===== src/rtl/bcd_madd_pkg.sv =====
package bcd_madd_pkg;

  // Extra result digits needed so that m operands of all nines never overflow.
  function automatic int extra_digits(input int m);
    int d;
    int lim;
    d = 0;
    lim = 1;
    for (int i = 0; i < 6; i++) begin
      if (lim < m) begin
        lim = lim * 10;
        d = d + 1;
      end
    end
    return (d < 1) ? 1 : d;
  endfunction

  // Bits needed to count up to m.
  function automatic int count_width(input int m);
    return $clog2(m + 1);
  endfunction

endpackage


===== src/rtl/bcd_csa_node.sv =====
// One 4-bit 3:2 compressor. cry[k] carries weight 2^(k+1); cry[3] is the
// weight-16 bit that leaves the digit column.
module bcd_csa_node (
  input  logic [3:0] a,
  input  logic [3:0] b,
  input  logic [3:0] c,
  output logic [3:0] sum,
  output logic [3:0] cry
);
  assign sum = a ^ b ^ c;
  assign cry = (a & b) | (a & c) | (b & c);
endmodule


===== src/rtl/bcd_column.sv =====
// Binary carry-save reduction of one digit column. Compressors take rows
// in first-in first-out order, so the resulting tree has logarithmic depth.
module bcd_column #(
  parameter int M = 5
) (
  input  logic [M-1:0][3:0] op_dig,
  input  logic [M-3:0]      cin,
  output logic [M-3:0]      cfwd,
  output logic [4:0]        z0
);
  localparam int NODES = M - 2;
  localparam int ROWS  = 3 * M - 4;

  logic [3:0] rows [ROWS];

  for (genvar r = 0; r < M; r++) begin : g_in
    assign rows[r] = op_dig[r];
  end

  for (genvar k = 0; k < NODES; k++) begin : g_node
    logic [3:0] s_k;
    logic [3:0] cy_k;
    bcd_csa_node u_node (
      .a  (rows[3*k]),
      .b  (rows[3*k+1]),
      .c  (rows[3*k+2]),
      .sum(s_k),
      .cry(cy_k)
    );
    assign rows[M+2*k]   = s_k;
    assign rows[M+2*k+1] = {cy_k[2:0], cin[k]};
    assign cfwd[k]       = cy_k[3];
  end

  assign z0 = {1'b0, rows[ROWS-2]} + {1'b0, rows[ROWS-1]};
endmodule


===== src/rtl/bcd_digit_fix.sv =====
// Turns the column remainder and its forwarded-carry count into a decimal
// digit and the count of decimal carries still owed upward.
module bcd_digit_fix
  import bcd_madd_pkg::*;
#(
  parameter int M = 5
) (
  input  logic [4:0]                z0,
  input  logic [M-3:0]              cfwd,
  output logic [3:0]                digit,
  output logic [count_width(M)-1:0] cout
);
  localparam int CW = count_width(M);
  localparam int TW = $clog2(16 * M + 32);

  logic [CW-1:0] fwd;
  logic [TW-1:0] tot;
  logic [TW-1:0] tens;
  logic [3:0]    g;

  always_comb begin
    fwd = '0;
    for (int k = 0; k < M - 2; k++) begin
      fwd = fwd + CW'(cfwd[k]);
    end
    tot   = TW'(z0) + (TW'(fwd) << 4);
    tens  = tot / TW'(10);
    g     = 4'(tens[3:0] * 4'd6);
    digit = z0[3:0] + g;
    cout  = CW'(tens - TW'(fwd));
  end
endmodule


===== src/rtl/bcd_final_cla.sv =====
// Merges column digits with owed multi-bit carries. A tens/units split
// leaves at most one carry per digit, which a parallel-prefix lookahead resolves.
module bcd_final_cla
  import bcd_madd_pkg::*;
#(
  parameter int M  = 5,
  parameter int RD = 5
) (
  input  logic [RD-1:0][3:0]                digs,
  input  logic [RD-2:0][count_width(M)-1:0] owed,
  output logic [RD-1:0][3:0]                sum
);
  localparam int WW = $clog2(M + 9);

  logic [WW-1:0] w  [RD];
  logic [1:0]    hi [RD];
  logic [3:0]    lo [RD];
  logic [3:0]    x  [RD];
  logic          gg [RD];
  logic          pp [RD];
  logic [3:0]    y;

  always_comb begin
    for (int j = 0; j < RD; j++) begin
      if (j == 0) w[j] = WW'(digs[j]);
      else        w[j] = WW'(digs[j]) + WW'(owed[j-1]);
      hi[j] = 2'(w[j] / WW'(10));
      lo[j] = 4'(w[j] % WW'(10));
    end
    for (int j = 0; j < RD; j++) begin
      if (j == 0) x[j] = lo[j];
      else        x[j] = lo[j] + {2'b00, hi[j-1]};
      gg[j] = (x[j] >= 4'd10);
      pp[j] = (x[j] == 4'd9);
    end
    for (int lv = 0; (1 << lv) < RD; lv++) begin
      for (int j = RD - 1; j >= (1 << lv); j--) begin
        gg[j] = gg[j] | (pp[j] & gg[j - (1 << lv)]);
        pp[j] = pp[j] & pp[j - (1 << lv)];
      end
    end
    for (int j = 0; j < RD; j++) begin
      if (j == 0) y = x[j];
      else        y = x[j] + {3'b000, gg[j-1]};
      sum[j] = (y >= 4'd10) ? y - 4'd10 : y;
    end
  end
endmodule


===== src/rtl/bcd_multi_adder.sv =====
module bcd_multi_adder
  import bcd_madd_pkg::*;
#(
  parameter int M = 5,
  parameter int N = 4
) (
  input  logic                            clk,
  input  logic                            rst,
  input  logic                            in_valid,
  input  logic [M*N*4-1:0]                operands,
  output logic                            out_valid,
  output logic [(N+extra_digits(M))*4-1:0] sum_out
);
  localparam int XD    = extra_digits(M);
  localparam int RD    = N + XD;
  localparam int NODES = M - 2;
  localparam int CW    = count_width(M);

  logic [NODES-1:0]         cfw    [RD];
  logic [CW-1:0]            cout_w [RD];
  logic [RD-2:0][CW-1:0]    cla_cin;
  logic [RD-1:0][3:0]       dig_w;
  logic [RD-1:0][3:0]       sum_w;
  logic                     top_spill;

  for (genvar j = 0; j < RD; j++) begin : g_col
    logic [M-1:0][3:0] col_ops;
    logic [NODES-1:0]  col_cin;
    logic [4:0]        col_z0;

    for (genvar r = 0; r < M; r++) begin : g_op
      if (j < N) begin : g_live
        assign col_ops[r] = operands[(r*N + j)*4 +: 4];
      end else begin : g_pad
        assign col_ops[r] = 4'd0;
      end
    end

    if (j == 0) begin : g_c0
      assign col_cin = '0;
    end else begin : g_cn
      assign col_cin = cfw[j-1];
    end

    bcd_column #(.M(M)) u_col (
      .op_dig(col_ops),
      .cin   (col_cin),
      .cfwd  (cfw[j]),
      .z0    (col_z0)
    );

    bcd_digit_fix #(.M(M)) u_fix (
      .z0   (col_z0),
      .cfwd (cfw[j]),
      .digit(dig_w[j]),
      .cout (cout_w[j])
    );

    if (j < RD - 1) begin : g_owed
      assign cla_cin[j] = cout_w[j];
    end
  end

  bcd_final_cla #(.M(M), .RD(RD)) u_cla (
    .digs(dig_w),
    .owed(cla_cin),
    .sum (sum_w)
  );

  // Anything leaving the top column would be lost; the checker watches it.
  assign top_spill = (|cfw[RD-1]) | (|cout_w[RD-1]);

  always_ff @(posedge clk) begin
    if (rst) begin
      out_valid <= 1'b0;
      sum_out   <= '0;
    end else begin
      out_valid <= in_valid;
      if (in_valid) sum_out <= sum_w;
    end
  end
endmodule


===== config.mk =====
export PLATFORM = sky130hd
export DESIGN_NAME = bcd_multi_adder
export DESIGN_NICKNAME = d
export VERILOG_FILES = /design/src/rtl/bcd_madd_pkg.sv /design/src/rtl/bcd_csa_node.sv /design/src/rtl/bcd_column.sv /design/src/rtl/bcd_digit_fix.sv /design/src/rtl/bcd_final_cla.sv /design/src/rtl/bcd_multi_adder.sv
export SDC_FILE = /design/constraint.sdc
export NUM_CORES = 1
export LEC_CHECK = 0
export BUFFER_PORTS_ARGS = -buffer_cell sky130_fd_sc_hd__buf_2
export CAP_MARGIN = 25
export CELL_PAD_IN_SITES_DETAIL_PLACEMENT = 1
export CELL_PAD_IN_SITES_GLOBAL_PLACEMENT = 1
export CORE_MARGIN = 2
export CORE_UTILIZATION = 45
export DETAILED_ROUTE_END_ITERATION = 6
export GPL_TIMING_DRIVEN = 1
export PLACE_DENSITY_LB_ADDON = 0.1
export SETUP_SLACK_MARGIN = 0.02
export SLEW_MARGIN = 0
export SYNTH_ARGS = -nofsm -noshare
export SYNTH_HDL_FRONTEND = slang
export SYNTH_SLANG_ARGS = --single-unit

===== constraint.sdc =====
create_clock -name clk -period 29.7 [get_ports clk]
set_input_delay 2.97 -clock clk [delete_from_list [all_inputs] [get_ports clk]]
set_output_delay 2.97 -clock clk [all_outputs]
set_load 0.005 [all_outputs]

==> results.cfg <==
[detailed_routing]
via_count = 5223
wl_per_cell_um = 14.6
drtPass1Iterations = 5
via_per_inst = 5.40
drc = 0
ant_nets = 0
drtIter0Drc = 180
routed_wl_um = 14100

[place]
dpl.hpwl_um = 12200
portBuffers = 103
finalWeightedCongestion = 0.842

[logic_synthesis]
syn_avg_cell_area_um2 = 8.40
synth_compound_area_share_pct = 19.7
synth_area_um2 = 5940
yosys.area_share.xor_xnor_pct = 6.26
synthAdderAreaFrac_pct = 40.0
synth_fp_nets = 934
async_flop_share_pct = 0
synth_warnings = 0
synth_cell_types = 76
synth_top_family_by_area = adder cells
synth-seq-cells = 21
syn_inst = 707
ys_seq_area_share_pct = 7.08
yosys.area_share.simple_pct = 14.8
synth_ff_type = dfxtp_1
synth_edf_count = 0
synth_mux_area_share_pct = 2.72

[timing]
worstMarginPinSlew_ns = 1.04
min_period_ns = 12.94
finalCritPeriodShare_pct = 43.6
clock_skew_ns = 0
maxSlewHeadroom_pct = 29.8
finalSetupTns_ns = 0
rsz0062_at_grt = no
slew_violations = 0
fmax_mhz = 77.3
hold_viol_final = 0
setup_viol = 0

[final_layout]
antenna_cells = 0
layout.nets = 1024
drive_above_1_share_pct = 17.3
utilization_pct = 52.3
area_growth_pct = 12.4
fill_cells = 1608

[hold_path]
hold_path_class = reg -> reg

[cts]
cts_buffer_depth = 2
clockRootBuffer = clkbuf_16
cts_sinks = 21
clock_latency_ns = 0.25
cts_setup_buffers = 0
htree_levels = 1
clk_pin_slew_ns = 0.05
cts_tree = built
ctsHoldBuffers = 0
ctsResizeCount = 0
numCtsBuffers = 3

[grt]
grt_pass1_wl_um = 25100
antenna_found_initial = 0
track_usage_pct = 20.6
overflow = 0
grt_max_degree = 30
grt_pass1_vias = 5801

[floorplanning]
dieHeight_um = 119
core-area_um2 = 12800
start_util_pct = 46.5
num_rows = 41
io_pins = 104
dieArea_um2 = 14100
die_w_um = 119

[worst_setup_path]
worst_ep_required_time_ns = 29.89
cpPeakStageDelay_ns = 0.69
endpoint_kind = flip-flop
cp_max_fo = 13
crit_slowest_cell = a211oi_2
crit_top_cell = fa_1
startpoint_type = primary input
cp_num_buf_inv = 3
arrival_ns = 13.13
crit_type = in -> reg
crit_family = adder cells

[run_status]
outcome = complete, no violations

[run]
maxCapViolations = 0
worst paths after layout:
check | start | end | slack (ns) | cells after the start
max | operands[3] | sum_out[18] | 16.76 | 39
min | sum_out[19] | sum_out[19] | 0.49 | 2
max reg2reg | sum_out[14] | sum_out[14] | 28.74 | 2
min reg2reg | sum_out[19] | sum_out[19] | 0.49 | 2
worst min-delay path: stages (launching register included):
cell and delay, ns:
dfxtp_1 0.32, nand2_1 0.07, a21oi_1 0.05
sequential cells by signal (all words and copies together), names as in the netlist:
name,cells
sum_out,20
out_valid,1
metrics by stage:
step	hold slack (ns)	setup slack [ns]	cells	instance area (um2)
4_1_cts	0.493	16.72	968	6680
3_5_place_dp	0.474	16.48	964	6600
5_1_grt	0.508	15.99	968	6680
2_1_floorplan	0.458	17.76	707	5940
6_report	0.487	16.76	968	6680
3_3_place_gp	0.457	16.98	964	6600
kinds of logic (layout without fill, tap and decap cells):
logic type / count (synthesis) / count (layout)
buffers and inverters: 149 / 238
adders and majority gates: 145 / 145
xor gates and xnor gates: 36 / 36
and+or+nand+nor: 176 / 176
AOI/OAI and AO/OA: 164 / 164
muxes: 16 / 16
DFF: 21 / 21
placed cells by master (no fill, tap or decap), types with 3 or more instances in the layout:
cell,netlist,layout
o221ai_1,4,4
dfxtp_1,21,21
clkbuf_16,0,3
nor2b_1,8,8
buf_2,2,103
o21bai_1,4,4
a311oi_1,5,5
o22ai_1,3,3
o22a_1,3,3
o21ai_0,36,36
o21a_1,3,3
o211ai_1,5,5
nand2b_1,17,17
o32ai_1,4,4
ha_1,69,69
nand2_1,43,43
or2_2,6,6
fa_1,75,75
a22oi_1,6,6
xnor2_1,21,21
a21oi_1,39,39
a31oi_1,6,6
or3_1,9,9
a21boi_0,3,3
xor2_1,9,9
nor3_1,7,7
a211oi_1,6,6
inv_1,131,131
mux2i_1,15,15
nor2_1,49,49
nand3_1,18,18
a21o_1,11,11
xnor2_2,5,5
cells in the mapped netlist, types with 6 or more instances:
master | instances | share of area [%]
inv_1 | 131 | 8.3
fa_1 | 75 | 25
ha_1 | 69 | 15
nor2_1 | 49 | 3.1
nand2_1 | 43 | 2.7
a21oi_1 | 39 | 3.3
o21ai_0 | 36 | 3.0
dfxtp_1 | 21 | 7.1
xnor2_1 | 21 | 3.1
nand3_1 | 18 | 1.5
nand2b_1 | 17 | 1.8
mux2i_1 | 15 | 2.5
clkbuf_1 | 14 | 0.88
a21o_1 | 11 | 1.4
or3_1 | 9 | 0.95
xor2_1 | 9 | 1.3
nor2b_1 | 8 | 0.84
nor3_1 | 7 | 0.59
a211oi_1 | 6 | 0.76
a22oi_1 | 6 | 0.76
a31oi_1 | 6 | 0.63
or2_2 | 6 | 0.63
area by class of cell:
cell class,instances,area [um2],share of cell area (%)
well taps,172,215,3.22
flip-flops and latches,21,420,6.30
clock buffers,4,78.8,1.18
inverters,131,492,7.37
multi-input cells,537,4950,74.2
repair buffers,103,515,7.72
metal layers:
| layer | GRT usage, % | vias up | wire length [um] |
|---|---|---|---|
| li1 | - | 2555 | - |
| met1 | 22.9 | 2565 | 5650 |
| met2 | 42.9 | 89 | 8000 |
| met3 | 1.34 | 14 | 301 |
| met4 | 2.90 | 0 | 143 |
| met5 | 0 | - | 0 |
Power is left out: the tool's default activity adds up to more than one toggle a clock period on the data nets, which glitch-free logic cannot reach.
